===== src/rtl/irq_route_pkg.sv =====
package irq_route_pkg;
  localparam int unsigned W_NORM_STAT = 10'h000;
  localparam int unsigned W_FAST_STAT = 10'h001;
  localparam int unsigned W_RAW_STAT  = 10'h002;
  localparam int unsigned W_ROUTE_SEL = 10'h003;
  localparam int unsigned W_EN_SET    = 10'h004;
  localparam int unsigned W_EN_CLR    = 10'h005;
  localparam int unsigned W_SW_SET    = 10'h006;
  localparam int unsigned W_SW_CLR    = 10'h007;
  localparam int unsigned W_PROT      = 10'h008;
  localparam int unsigned W_ID_BASE   = 10'h3F8;

  function automatic logic [7:0] id_byte(input logic [2:0] k);
    case (k)
      3'd0:    id_byte = 8'h90;
      3'd1:    id_byte = 8'h11;
      3'd2:    id_byte = 8'h04;
      3'd3:    id_byte = 8'h00;
      3'd4:    id_byte = 8'h0D;
      3'd5:    id_byte = 8'hF0;
      3'd6:    id_byte = 8'h05;
      default: id_byte = 8'hB1;
    endcase
  endfunction
endpackage


===== src/rtl/irq_rst_sync.sv =====
module irq_rst_sync #(
  parameter int STAGES = 2
) (
  input  logic clk,
  input  logic rst_n,
  output logic rst_n_sync
);
  logic [STAGES-1:0] chain_q;

  always_ff @(posedge clk or negedge rst_n) begin
    if (!rst_n) chain_q <= '0;
    else        chain_q <= {chain_q[STAGES-2:0], 1'b1};
  end

  assign rst_n_sync = chain_q[STAGES-1];
endmodule


===== src/rtl/irq_sync.sv =====
module irq_sync #(
  parameter int NSRC = 32
) (
  input  logic            clk,
  input  logic            rst_n,
  input  logic [NSRC-1:0] d_in,
  output logic [NSRC-1:0] d_sync
);
  for (genvar g = 0; g < NSRC; g++) begin : g_bit
    logic meta_q, stab_q;
    always_ff @(posedge clk or negedge rst_n) begin
      if (!rst_n) begin
        meta_q <= 1'b0;
        stab_q <= 1'b0;
      end else begin
        meta_q <= d_in[g];
        stab_q <= meta_q;
      end
    end
    assign d_sync[g] = stab_q;
  end
endmodule


===== src/rtl/irq_regs.sv =====
module irq_regs
  import irq_route_pkg::*;
#(
  parameter int NSRC = 32,
  parameter int AW   = 10,
  parameter int DW   = 32
) (
  input  logic            clk,
  input  logic            rst_n,
  input  logic [AW-1:0]   addr_i,
  input  logic            wr_en_i,
  input  logic [DW-1:0]   wr_data_i,
  output logic [NSRC-1:0] en_q,
  output logic [NSRC-1:0] sel_q,
  output logic [NSRC-1:0] soft_q,
  output logic            prot_q
);
  logic [NSRC-1:0] wbits;
  logic [NSRC-1:0] en_d, sel_d, soft_d;
  logic            prot_d;
  logic            en_ce, sel_ce, soft_ce, prot_ce;

  assign wbits = wr_data_i[NSRC-1:0];

  always_comb begin
    en_d    = en_q;
    sel_d   = sel_q;
    soft_d  = soft_q;
    prot_d  = prot_q;
    en_ce   = 1'b0;
    sel_ce  = 1'b0;
    soft_ce = 1'b0;
    prot_ce = 1'b0;
    if (wr_en_i) begin
      case (int'(addr_i))
        W_ROUTE_SEL: begin sel_d  = wbits;           sel_ce  = 1'b1; end
        W_EN_SET:    begin en_d   = en_q | wbits;    en_ce   = 1'b1; end
        W_EN_CLR:    begin en_d   = en_q & ~wbits;   en_ce   = 1'b1; end
        W_SW_SET:    begin soft_d = soft_q | wbits;  soft_ce = 1'b1; end
        W_SW_CLR:    begin soft_d = soft_q & ~wbits; soft_ce = 1'b1; end
        W_PROT:      begin prot_d = wr_data_i[0];    prot_ce = 1'b1; end
        default: ;
      endcase
    end
  end

  always_ff @(posedge clk or negedge rst_n) begin
    if (!rst_n) begin
      en_q   <= '0;
      sel_q  <= '0;
      soft_q <= '0;
      prot_q <= 1'b0;
    end else begin
      if (en_ce)   en_q   <= en_d;
      if (sel_ce)  sel_q  <= sel_d;
      if (soft_ce) soft_q <= soft_d;
      if (prot_ce) prot_q <= prot_d;
    end
  end

  AST_EN_SET: assert property (@(posedge clk) disable iff (!rst_n)
    (wr_en_i && int'(addr_i) == W_EN_SET) |=> en_q == ($past(en_q) | $past(wbits)));
  AST_EN_CLR: assert property (@(posedge clk) disable iff (!rst_n)
    (wr_en_i && int'(addr_i) == W_EN_CLR) |=> en_q == ($past(en_q) & ~$past(wbits)));
  AST_SOFT_SET: assert property (@(posedge clk) disable iff (!rst_n)
    (wr_en_i && int'(addr_i) == W_SW_SET) |=> soft_q == ($past(soft_q) | $past(wbits)));
  AST_SOFT_CLR: assert property (@(posedge clk) disable iff (!rst_n)
    (wr_en_i && int'(addr_i) == W_SW_CLR) |=> soft_q == ($past(soft_q) & ~$past(wbits)));
  AST_SEL_STORE: assert property (@(posedge clk) disable iff (!rst_n)
    (wr_en_i && int'(addr_i) == W_ROUTE_SEL) |=> sel_q == $past(wbits));
  AST_PROT_STORE: assert property (@(posedge clk) disable iff (!rst_n)
    (wr_en_i && int'(addr_i) == W_PROT) |=> prot_q == $past(wr_data_i[0]));
  AST_STATUS_WR_IGNORED: assert property (@(posedge clk) disable iff (!rst_n)
    (wr_en_i && int'(addr_i) <= W_RAW_STAT) |=>
      ($stable(en_q) && $stable(sel_q) && $stable(soft_q) && $stable(prot_q)));
endmodule


===== src/rtl/irq_readmux.sv =====
module irq_readmux
  import irq_route_pkg::*;
#(
  parameter int NSRC = 32,
  parameter int AW   = 10,
  parameter int DW   = 32
) (
  input  logic [AW-1:0]   addr_i,
  input  logic [NSRC-1:0] norm_stat,
  input  logic [NSRC-1:0] fast_stat,
  input  logic [NSRC-1:0] raw_stat,
  input  logic [NSRC-1:0] en_q,
  input  logic [NSRC-1:0] sel_q,
  input  logic [NSRC-1:0] soft_q,
  input  logic            prot_q,
  output logic [DW-1:0]   rd_data_o
);
  localparam int unsigned ID_WORDS = 8;

  always_comb begin
    rd_data_o = '0;
    if (int'(addr_i) >= W_ID_BASE && int'(addr_i) < W_ID_BASE + ID_WORDS) begin
      rd_data_o = DW'(id_byte(addr_i[2:0]));
    end else begin
      case (int'(addr_i))
        W_NORM_STAT: rd_data_o = DW'(norm_stat);
        W_FAST_STAT: rd_data_o = DW'(fast_stat);
        W_RAW_STAT:  rd_data_o = DW'(raw_stat);
        W_ROUTE_SEL: rd_data_o = DW'(sel_q);
        W_EN_SET:    rd_data_o = DW'(en_q);
        W_SW_SET:    rd_data_o = DW'(soft_q);
        W_PROT:      rd_data_o = DW'(prot_q);
        default:     rd_data_o = '0;
      endcase
    end
  end
endmodule


===== src/rtl/irq_route_bank.sv =====
module irq_route_bank #(
  parameter int NSRC = 32,
  parameter int AW   = 10,
  parameter int DW   = 32
) (
  input  logic            clk,
  input  logic            rst_n,
  input  logic [NSRC-1:0] req_in,
  input  logic [AW-1:0]   addr_i,
  input  logic            wr_en_i,
  input  logic [DW-1:0]   wr_data_i,
  output logic [DW-1:0]   rd_data_o,
  output logic            fast_irq_o,
  output logic [NSRC-1:0] norm_req_o
);
  logic            rst_n_sync;
  logic [NSRC-1:0] hw_sync;
  logic [NSRC-1:0] en_q, sel_q, soft_q;
  logic            prot_q;
  logic [NSRC-1:0] raw_req, norm_stat, fast_stat;

  irq_rst_sync #(.STAGES(2)) u_rst (
    .clk(clk), .rst_n(rst_n), .rst_n_sync(rst_n_sync)
  );

  irq_sync #(.NSRC(NSRC)) u_sync (
    .clk(clk), .rst_n(rst_n_sync), .d_in(req_in), .d_sync(hw_sync)
  );

  irq_regs #(.NSRC(NSRC), .AW(AW), .DW(DW)) u_regs (
    .clk(clk), .rst_n(rst_n_sync), .addr_i(addr_i), .wr_en_i(wr_en_i),
    .wr_data_i(wr_data_i), .en_q(en_q), .sel_q(sel_q), .soft_q(soft_q),
    .prot_q(prot_q)
  );

  assign raw_req   = hw_sync | soft_q;
  assign norm_stat = raw_req & en_q & ~sel_q;
  assign fast_stat = raw_req & sel_q;

  irq_readmux #(.NSRC(NSRC), .AW(AW), .DW(DW)) u_rd (
    .addr_i(addr_i), .norm_stat(norm_stat), .fast_stat(fast_stat),
    .raw_stat(raw_req), .en_q(en_q), .sel_q(sel_q), .soft_q(soft_q),
    .prot_q(prot_q), .rd_data_o(rd_data_o)
  );

  assign fast_irq_o = |fast_stat;
  assign norm_req_o = norm_stat;

  AST_NORM_NOT_FAST: assert property (@(posedge clk) disable iff (!rst_n_sync)
    (norm_req_o & sel_q) == '0);
  AST_NORM_NEEDS_EN: assert property (@(posedge clk) disable iff (!rst_n_sync)
    (norm_req_o & ~en_q) == '0);
  AST_FAST_HAS_SRC: assert property (@(posedge clk) disable iff (!rst_n_sync)
    fast_irq_o |-> (sel_q != '0));
endmodule


===== config.mk =====
export PLATFORM = sky130hd
export DESIGN_NAME = irq_route_bank
export DESIGN_NICKNAME = d
export VERILOG_FILES = /design/src/rtl/irq_route_pkg.sv /design/src/rtl/irq_rst_sync.sv /design/src/rtl/irq_sync.sv /design/src/rtl/irq_regs.sv /design/src/rtl/irq_readmux.sv /design/src/rtl/irq_route_bank.sv
export SDC_FILE = /design/constraint.sdc
export NUM_CORES = 1
export LEC_CHECK = 0
export ABC_AREA = 1
export BUFFER_PORTS_ARGS = -buffer_cell sky130_fd_sc_hd__buf_4
export CORE_UTILIZATION = 55
export CTS_CLUSTER_SIZE = 16
export DETAILED_ROUTE_END_ITERATION = 6
export GPL_TIMING_DRIVEN = 0
export PLACE_DENSITY = 0.79
export SLEW_MARGIN = 20
export SYNTH_ARGS = -nofsm -noshare
export SYNTH_HDL_FRONTEND = slang
export SYNTH_SLANG_ARGS = --single-unit

===== constraint.sdc =====
create_clock -name clk -period 11.73 [get_ports clk]
set_input_delay 1.173 -clock clk [delete_from_list [all_inputs] [get_ports clk]]
set_output_delay 1.173 -clock clk [all_outputs]
set_load 0.01 [all_outputs]

Word-level counts from Yosys, hierarchy flattened
Cells that the tools add are included.
W data, S select, Z words.
{"block": "op_classes", "addsub": 0, "n_mul": 0, "div": 0, "n_lt_le_gt_ge": 1, "eq_ne": 14, "shifts": 0, "muxes": 13, "n_bitwise": 10, "reduce_logical": 11}
{"op": "$pmux W32 S7", "count": 1}
{"op": "$and A32 B32 Y32", "count": 5}
{"op": "$pmux W32 S2", "count": 2}
{"op": "$or A32 B32 Y32", "count": 3}
{"op": "$not A32 Y32", "count": 2}
{"op": "$pmux W8 S7", "count": 1}
{"op": "$eq A10 B3 Y1 const B", "count": 4}
{"op": "$mux W32", "count": 1}
{"op": "$reduce_or A32 Y1", "count": 1}
{"op": "$eq A10 B2 Y1 const B", "count": 2}
{"op": "$reduce_and A3 Y1", "count": 4}
{"op": "$eq A10 B1 Y1 const B", "count": 1}
{"op": "$eq A10 B4 Y1 const B", "count": 1}
{"op": "$ge A10 B10 Y1 const B", "count": 1}
{"op": "$logic_not A10 Y1", "count": 1}
{"op": "$eq A3 B3 Y1 const B", "count": 3}
{"op": "$mux W1", "count": 8}
{"op": "$eq A3 B2 Y1 const B", "count": 2}
{"op": "$reduce_bool A2 Y1", "count": 2}
{"op": "$reduce_or A2 Y1", "count": 2}
{"op": "$eq A3 B1 Y1 const B", "count": 1}
{"op": "$logic_not A3 Y1", "count": 1}
{"block": "totals", "ff_bits": 163, "latch_bits": 0, "ramBits": 0, "rom_bits": 0, "in_bits": 77, "out_inout_bits": 65, "mem_count": 0}

Depth between registers and ports, before layout
Gate-level depths: netlist of the first run.
{"block": "logic_depth", "ltp_word": 5, "mapped_depth": 10, "depth_no_buf": 9}

Cells and area by module
From an unflattened synthesis of the first run, not the netlist that was laid out.
{"block": "unflattened", "cells_unflattened": 1400, "area_unflattened_um2": 9748.1}
{"module": "irq_regs", "n_inst": 1, "cells_per_inst": 644, "area_each_um2": 4875.9}
{"module": "irq_readmux", "n_inst": 1, "cells_per_inst": 434, "area_each_um2": 2018.2}
{"module": "irq_sync", "n_inst": 1, "cells_per_inst": 96, "area_each_um2": 1841.8}
{"module": "irq_route_bank", "n_inst": 1, "cells_per_inst": 223, "area_each_um2": 958.4}
{"module": "irq_rst_sync", "n_inst": 1, "cells_per_inst": 3, "area_each_um2": 53.8}

Worst setup path before layout of the first run
OpenSTA, ideal clock, no wires.
{"block": "synth_path", "path_kind": "input to output", "start": "in addr_i[6]", "end": "out rd_data_o[3]", "arrival_ns": 2.192, "path_slack_ns": 8.365, "path_stages": 9, "path_cell_list": "nor2_1 nand2_2 nor2_4 buf_4 buf_4 nand3_1 nand2_1 inv_1 nand3_1"}
{"block": "synth_between", "elab_chain_len": 3}
{"element": "start, declared", "line_no": "irq_route_bank.sv:9", "text": "input logic [AW-1:0] addr_i,"}
{"element": "branches (longest 2 deep; another with $ge A10 B10 Y1)"}
{"element": "$mux W32 (*)", "line_no": "irq_readmux.sv:22", "text": "if (int'(addr_i) >= W_ID_BASE && int'(addr_i) < W_ID_BASE + ID_WORDS) begin"}
{"element": "end, declared", "line_no": "irq_route_bank.sv:12", "text": "output logic [DW-1:0] rd_data_o,"}
Every way passes the cells marked *.

Worst setup path in the final report of the first run
{"block": "layout_path", "start": "in addr_i[6]", "end": "out rd_data_o[17]"}
Same word-level chain as after synthesis.

==> results of run 1 <==
-- final timing paths --
| path | from | to | slack [ps] | cells past startpoint |
|---|---|---|---|---|
| max in group asynchronous | u_rst.chain_q[1] | u_sync.g_bit[22].meta_q | 10860 | 2 |
| max | addr_i[6] | rd_data_o[17] | 7610 | 10 |
| min | u_rst.chain_q[1] | u_sync.g_bit[9].stab_q | 300 | 1 |
| min reg2reg | u_rst.chain_q[1] | u_sync.g_bit[9].stab_q | 300 | 1 |
| max reg2reg | u_rst.chain_q[1] | u_sync.g_bit[22].meta_q | 10860 | 2 |
| min in group clk | u_sync.g_bit[10].meta_q | u_sync.g_bit[10].stab_q | 350 | 0 |
-- cells in the mapped netlist --
library cell and count:
sky130_fd_sc_hd__nand4_1 33, sky130_fd_sc_hd__o21ai_0 78, sky130_fd_sc_hd__a21oi_1 4, sky130_fd_sc_hd__inv_1 170, sky130_fd_sc_hd__inv_2 2, sky130_fd_sc_hd__buf_1 2
sky130_fd_sc_hd__nor2_4 6, sky130_fd_sc_hd__nand2_1 253, sky130_fd_sc_hd__clkinv_1 1, sky130_fd_sc_hd__and2_1 1, sky130_fd_sc_hd__nand3_2 2, sky130_fd_sc_hd__or2_2 3
sky130_fd_sc_hd__buf_4 12, sky130_fd_sc_hd__nor2_2 1, sky130_fd_sc_hd__conb_1 1, sky130_fd_sc_hd__nand2_2 3, sky130_fd_sc_hd__nor3_1 25, sky130_fd_sc_hd__buf_6 4
sky130_fd_sc_hd__o21ai_1 69, sky130_fd_sc_hd__nor2_1 156, sky130_fd_sc_hd__nand3_1 131, sky130_fd_sc_hd__inv_4 1, sky130_fd_sc_hd__buf_2 26, sky130_fd_sc_hd__dfrtp_1 163
sky130_fd_sc_hd__nand3b_1 1, sky130_fd_sc_hd__clkbuf_1 9, sky130_fd_sc_hd__nand2_4 2
-- power by group through the flow --
stage	combinational (mW)	sequential [mW]	clock, mW
detailed placement	0.101	0.600	0
floorplan	0.0406	0.605	0
global placement	0.0851	0.610	0
global route	0.112	0.591	0.587
finish	0.102	0.590	0.558
CTS	0.101	0.590	0.561
-- worst register-to-register path, stage by stage (launching register included) --
cell	delay, ps
sky130_fd_sc_hd__dfrtp_4	430
sky130_fd_sc_hd__buf_16	270
sky130_fd_sc_hd__buf_16	300
-- cells by family after synthesis --
family | count (synthesis)
and+or+nand+nor | 617
buffers and inverters | 227
DFF | 163
AOI/OAI and AO/OA | 151
other | 1
-- layout make-up --
class                      count  area (um^2)  area share [%]
clock inverter                11          130            1.25
inverter                     174          656            6.28
tap                          188          235            2.25
timing repair buffer         142         1130            10.8
clock buffer                  19          453            4.34
multi-input combinational    769         3450            33.0
sequential                   163         4080            39.1
buffer                        53          307            2.94
-- per-layer routing --
layer	vias up	wire length, um
met5	-	0
met4	0	1050
met3	96	3510
met2	624	12400
met1	4027	10800
li1	3998	-
-- per-stage QoR --
step           power (mW)  worst slack, ps  util, %  hold slack (ps)
6_report             1.25             7610     68.9              303
5_1_grt              1.29             7540     68.9              338
4_1_cts              1.25             7700     68.9              321
3_5_place_dp        0.700             7710     65.1              316
3_3_place_gp        0.695             5080     64.5              332
2_1_floorplan       0.645             6850        -              331
==> results.md, run 1 <==
- The run finished, with violations left.
- The final reports fail on design-rule violations.
- The number of rows in the core area is 45.
- In the layout the commonest cells are sky130_fd_sc_hd__nand2_1, sky130_fd_sc_hd__inv_1, sky130_fd_sc_hd__dfrtp_1, sky130_fd_sc_hd__nor2_1, sky130_fd_sc_hd__buf_4.
- The internal portion of the total power is 0.943 mW.
- The number of nets in the synthesized netlist is 1,236.
- The routed design could run at a clock period as short as 4120 ps.
- The tool flagged a number of max-cap violations equal to 0.
- The worst-case IR drop observed on VDD is 0.134 mV.
- Walking the worst path, the cells encountered are buf_4 -> nor2_1 -> nand2_2 -> nor2_4 -> clkbuf_1 -> nand3_1 -> nand2_1 -> nor2_1 -> nand2_1 -> buf_4.
- The post-CTS setup repair buffer count is 0.
- Counting both buffers and inverters, the worst setup path holds a total of 3.
- For the pin with the worst max-slew slack, the measured transition is 842 ps.
- The post-detailed-route count of antenna-violating nets is 0.
- The ratio of cells with drive above 1 in the final layout is 17.7%.
- Along the worst path, the maximum fanout reaches 10.
- After synthesis, the netlist uses 27 different library cells.
- Gates resized during post-CTS repair numbered 0.
- The vertical die dimension is 126 um.
- The post-route DRC violation count is 2.
- In this run the tightest slew margin relative to its limit is 43.8%.
- Of the total synthesized cell area, the portion taken by full adders, half adders and majority gates is 0%.
- The share of synthesized area occupied by flip-flops and latches is 48.0%.
- Dividing total power by cell area gives a power density of 120 nW/um^2.
- By startpoint and endpoint, the worst setup path is classified as input pin to output port.
- Detailed placement ended at an HPWL of 18,600 um.
- For this run, the slowest stage of the critical path takes 620 ps.
- The number of clock sinks seen by CTS is 163.
- The total standard cell area after synthesis is 8490 um^2.
- On the critical path the largest part of the delay comes from simple AND/OR/NAND/NOR gates.
- By area the synthesized netlist is led by sky130_fd_sc_hd__dfrtp_1, sky130_fd_sc_hd__nand2_1, sky130_fd_sc_hd__nand3_1.
- The kind of path behind the tightest hold check is flip-flop to async pin.
- The buffer cell driving the clock tree root is sky130_fd_sc_hd__clkbuf_16.
- Setup repair after global routing left no endpoint under its margin.
- The maximum clock insertion buffer count is 2.
- The switching share of total power is 24.6%.
- The fraction of the mapped netlist area in compound gates is 8.90%.
- The quantity of hold-fixing buffers added after cts is 0.
- The total CTS buffers is 17.
- The I/O pin count is 142.
- Once placement finished, the instance area stood at 9860 um^2.
- The switching power summed over all nets is 0.307 mW.
- Derived from the worst setup path, the maximum achievable clock frequency is 0.243 GHz.
- Data arrives at the worst endpoint at 2950 ps.
- By area, the combinational part of the netlist is dominated by simple AND/OR/NAND/NOR gates.
- Synthesis produced a netlist whose cell count is 1,159.
- Of the total synthesized cell area, the portion taken by AND, OR, NAND and NOR gates is 31.7%.
- The synthesized design devotes to its leading area cell type 48.0% of total area.
- The count of input and output buffers is 139.
- The maximum level of the CTS H-tree is 4.
- Entering global routing, the biggest net connects 58 pins.
- STA classifies the critical path endpoint as an output port.
- Adding up every negative setup slack in the final design gives 0 ps.
- The synthesized area per cell is 7.33 um^2.
- The worst setup path is launched from an input pin.
- The most frequent standard cell in the layout excluding fill and tap cells is sky130_fd_sc_hd__nand2_1.
- The clock transition at the registers of the reported paths is 60 ps.
- The clock network fraction of total power is 44.6%.
- The number of global-route vias before repair is 7,977.
- The share of the cycle needed by the critical path after routing is 35.1%.
- The detail-routed via count per cell is 5.76.
- The post-synthesis to final-layout area growth is 22.9%.
- The floorplan step set the die width to 126 um.
- After global routing, the most crowded layer is met2.
- In the final design database the tool counted 1,397 nets.
- Setup violations remaining at the end of the flow were counted as 0.
- Counting flops and latches in the post-synthesis netlist gives 163.
- Global routing used 53.6% of the available met2 tracks.
- Of the post-synthesis cell area, the part taken by muxes is 0%.
- Global routing consumed, on the met3 layer, 10.1% of the routing resources.
- The initial standard-cell utilization of the core is 56.1%.
- The CTS tree is yes.
- The number of max-slew violations in the final report is 0.
- The repair_antennas step left the layout with diodes totalling 0.
- The die area is 15,900 um^2.
- After detailed routing, the average wire length per cell comes to 18.3 um.
- The core area is 15,100 um^2.
- The first global-routing pass estimated 42,800 um of wire.
- The warning count from the yosys run is 0.
- The final design area excluding fillers is 10,400 um^2.
- The aggregate global routing overflow is 0.
- For this run, global-route usage on met1 was measured as 48.9%.
- The total via count after detailed routing is 8,745.
- The count of non-filler cells in the finished layout is 1,519.
- The data required time at the worst endpoint is 10,560 ps.
- The number of placed instances, taps included, is 1,489.
- The most area-hungry cell type in the Yosys netlist is sky130_fd_sc_hd__dfrtp_1.
- The master of the slowest instance on the critical path is sky130_fd_sc_hd__clkbuf_1.
- Routability-driven placement finished with a final weighted congestion of 0.969.
- Combinational logic is responsible for 8.2% of the overall power.
- The initial antenna violation count is 0.
- Sequential cells burn 47.2% of the power.
- The xor/xnor cell area share of the yosys netlist is 0%.
- The clock reaches the later pin of the worst-skew pair after 440 ps.
- Global routing used 35.9% of the available tracks.
- On the final layout, the worst clock skew is 6.09 ps.
- The number of fill cells in the layout is 1,244.
- The count of endpoints failing hold in the final timing report came to 0.
- The first TritonRoute pass finished after 7 iterations.
- For this block, the initial DRC count from the detailed router was 1,282.
- After detailed routing, the total wire length is 27,800 um.
- In this run the static leakage power is 5.66 nW.
Power figures use the tool's default switching activity.
==> inputs of run 2 (changes only) <==
--- a/config.mk
+++ b/config.mk
@@ -7,11 +7,11 @@
 export LEC_CHECK = 0
 export ABC_AREA = 1
 export BUFFER_PORTS_ARGS = -buffer_cell sky130_fd_sc_hd__buf_4
-export CORE_UTILIZATION = 55
+export CORE_UTILIZATION = 51
 export CTS_CLUSTER_SIZE = 16
 export DETAILED_ROUTE_END_ITERATION = 6
 export GPL_TIMING_DRIVEN = 0
-export PLACE_DENSITY = 0.79
+export PLACE_DENSITY = 0.77
 export SLEW_MARGIN = 20
 export SYNTH_ARGS = -nofsm -noshare
 export SYNTH_HDL_FRONTEND = slang
==> constraint.sdc (replaced) <==
create_clock -name clk -period 3.6 [get_ports clk]
set_input_delay 0.36 -clock clk [delete_from_list [all_inputs] [get_ports clk]]
set_output_delay 0.36 -clock clk [all_outputs]
set_load 0.01 [all_outputs]
==> run 2 against run 1 <==
First-iteration DRC count shrank 2.4%. Non-clock buffer count unchanged. Power rose to 3.2 times the previous value. Core utilization decreased by 3.8 points. Register-to-register slack worse by 8700 ps. The run now ends clean. Final area is 0.11% higher. Highest routed layer unchanged. Clock skew is 3.7 ps higher. Count of clock-buffer cells in the layout increased by 1. Clock power grew to 3.2 times the previous value. Sequential power increased to 3.3 times the previous value. Worst hold slack got worse by 280 ps.
==> results.md, run 2 (synthesis results as in run 1) <==
- The run finished with clean final reports.
- Setup repair after global routing left no endpoint under its margin.
- After detailed routing, the average wire length per cell comes to 18.0 um.
- Of the cells placed in the final design, the portion with a size suffix greater than 1 is 17.6%.
- The maximum fanout count along the critical path is 10.
- The final period demand of the worst path is 2530 ps.
- The post-CTS resize count is 0.
- The length of the first detailed-routing pass in iterations is 6.
- Measured in cells, the most critical reg-to-reg path has a length of 2.
- The core region is 16,100 um^2.
- The number of cells on the critical path is 10.
- The number of rows in the core area is 46.
- The vertical die dimension is 131 um.
- The library cells used most frequently in the layout, excluding fill and tap cells, are sky130_fd_sc_hd__nand2_1, sky130_fd_sc_hd__inv_1, sky130_fd_sc_hd__dfrtp_1, sky130_fd_sc_hd__nor2_1, sky130_fd_sc_hd__buf_4.
- The first-pass GRT wire length is 42,500 um.
- In the routed design, unresolved DRC markers number 0.
- The initial antenna violation count is 0.
- Leaving out fill and tap cells, the most frequent cell in the layout is sky130_fd_sc_hd__nand2_1.
- Timing analysis after detailed placement gives a worst setup slack of 1160 ps.
- The overall routing resource usage is 33.9%.
- The master of the slowest instance on the critical path is sky130_fd_sc_hd__buf_1.
- The max-slew headroom at the worst pin is 41.3%.
- Entering global routing, the biggest net connects 57 pins.
- The CTS tree is yes.
- In this run the horizontal extent of the chip is 131 um.
- The number of design-rule violations left by the first detailed-router iteration is 1,251.
- The slew at the pin closest to its max-slew limit is 881 ps.
- The number of max-slew violations in the final report is 0.
- Routability-driven placement finished with a final weighted congestion of 0.962.
- VDD sags by at most 0.342 mV.
- TritonCTS created 17 clock buffers.
- The instance count after placement with tap cells included is 1,516.
- For the worst-skew pair, the clock arrives at the later sink with an insertion delay of 440 ps.
- The area of the multi-input gates is 3450 um^2.
- For this run, the number of standard cells in the final layout without fillers is 1,548.
- The final design area excluding fillers is 10,500 um^2.
- The worst hold path stage count is 1.
- The initial utilization of the core area, before any placement, comes to 52.9%.
- The buffer cell driving the clock tree root is sky130_fd_sc_hd__clkbuf_16.
- Using the TritonRoute via totals, the vias-per-cell ratio works out to 5.66.
- The reported leakage power is 5.65 nW.
- The cell family contributing the most delay on the critical path is buffers and inverters.
- The storage element area is 4080 um^2.
- Summed over all nets, the half-perimeter wirelength after detailed placement is 19,000 um.
- The total buffers and inverters traversed by the critical path is 4.
- The accumulated negative setup slack is 0 ps.
- The die area is 17,200 um^2.
- The critical path is of the input pin to output port type.
- The routed design has 27,900 um of wire.
- The number of diodes added for antenna fixing is 0.
- The worst endpoint data arrival time is 2170 ps.
- STA puts the critical path data required time at 3240 ps.
- In the post-route analysis, the smallest setup slack over all paths is 1070 ps.
- The area of placed instances is 9860 um^2.
- The count of endpoints failing hold in the final timing report is 0.
- Traced cell by cell, the critical path runs through buf_4 -> inv_1 -> nand2_1 -> nor2_2 -> buf_1 -> nand3_1 -> o21ai_0 -> nor2_1 -> nand2_1 -> buf_4.
- The number of global-route vias before repair was 8,217.
- The capturing element type of the critical path is an output port.
- The aggregate global routing overflow is 0.
- The clock arrives with 9.79 ps of skew.
- The maximum level of the CTS H-tree is 4.
- The detailed router placed 8,762 vias in this run.
- 142 I/O pins were placed.
- Setup violations remaining at the end of the flow were counted as 0.
- Dividing total power by cell area gives a power density of 388 nW/um^2.
- The biggest cell delay along the critical path is 690 ps.
- The share of the cycle needed by the critical path after routing is 70.3%.
- The top achievable clock speed is 0.395 GHz.
- The final net count is 1,397.
- The clock passes through at most 2 buffers.
- The path class of the tightest hold or removal check is input pin to flip-flop.
- The post-detailed-route count of antenna-violating nets is 0.
- Max-cap violations in this run came to 0.
- The startpoint type of the worst setup path is an input pin.
- The number of clock sinks seen by CTS is 163.
- Compared with the post-synthesis result, the final layout area differs by 23.1%.
- The clock transition at the registers of the reported paths is 70 ps.
- The number of fill cells in the layout is 1,398.
- The count of input and output buffers is 139.
[run 2: worst paths after layout]
path,slack [ps],to,start
max,1070,rd_data_o[23],addr_i[9]
min,20,u_sync.g_bit[20].meta_q,req_in[20]
max reg2reg,2180,async pin,u_rst.chain_q[1]
min reg2reg,350,u_sync.g_bit[23].stab_q,u_sync.g_bit[23].meta_q
max in group asynchronous,2180,async pin,u_rst.chain_q[1]
min in group asynchronous,250,u_rst.chain_q[1],rst_n
[run 2: final cells by class]
type	count	share of cell area, %
inverter	174	6.27
tap	216	2.59
timing repair buffer	142	10.6
multi-input combinational	769	33.0
clock buffer	20	4.37
clock inverter	11	1.15
buffer	53	2.93
sequential	163	39.1
[run 2: per-layer routing]
layer / up-vias / part of all wire [%] / global-route usage, %
met1: 4068 / 39 / 45.3
met3: 102 / 12 / 7.78
met4: 0 / 4.1 / 18.0
met5: - / 0 / 0
li1: 3997 / - / -
met2: 595 / 45 / 51.5
[run 2: repair_timing]
| action | 4_1_cts | 5_1_grt |
|---|---|---|
| buffers inserted | 0 | 0 |
| endpoints found under the hold margin | 2 | 0 |
| hold buffers | 1 | 0 |
[run 2: metrics by stage]
step / power (mW) / hold slack [ps] / utilization [%]
3_5_place_dp: 2.28 / 144 / 61.4
4_1_cts: 4.06 / 16.4 / 65.1
3_3_place_gp: 2.27 / 142 / 61.1
5_1_grt: 4.17 / 10.9 / 65.1
6_report: 4.06 / 20.7 / 65.1
2_1_floorplan: 2.10 / 64.4 / -
[run 2: power breakdown]
part           leakage, nW  switching, mW  total (mW)  internal, mW
logic                 3.46          0.200       0.324         0.123
registers             1.92         0.0408        1.93          1.89
clock network        0.278          0.798        1.80          1.00
total                 5.65           1.04        4.06          3.02
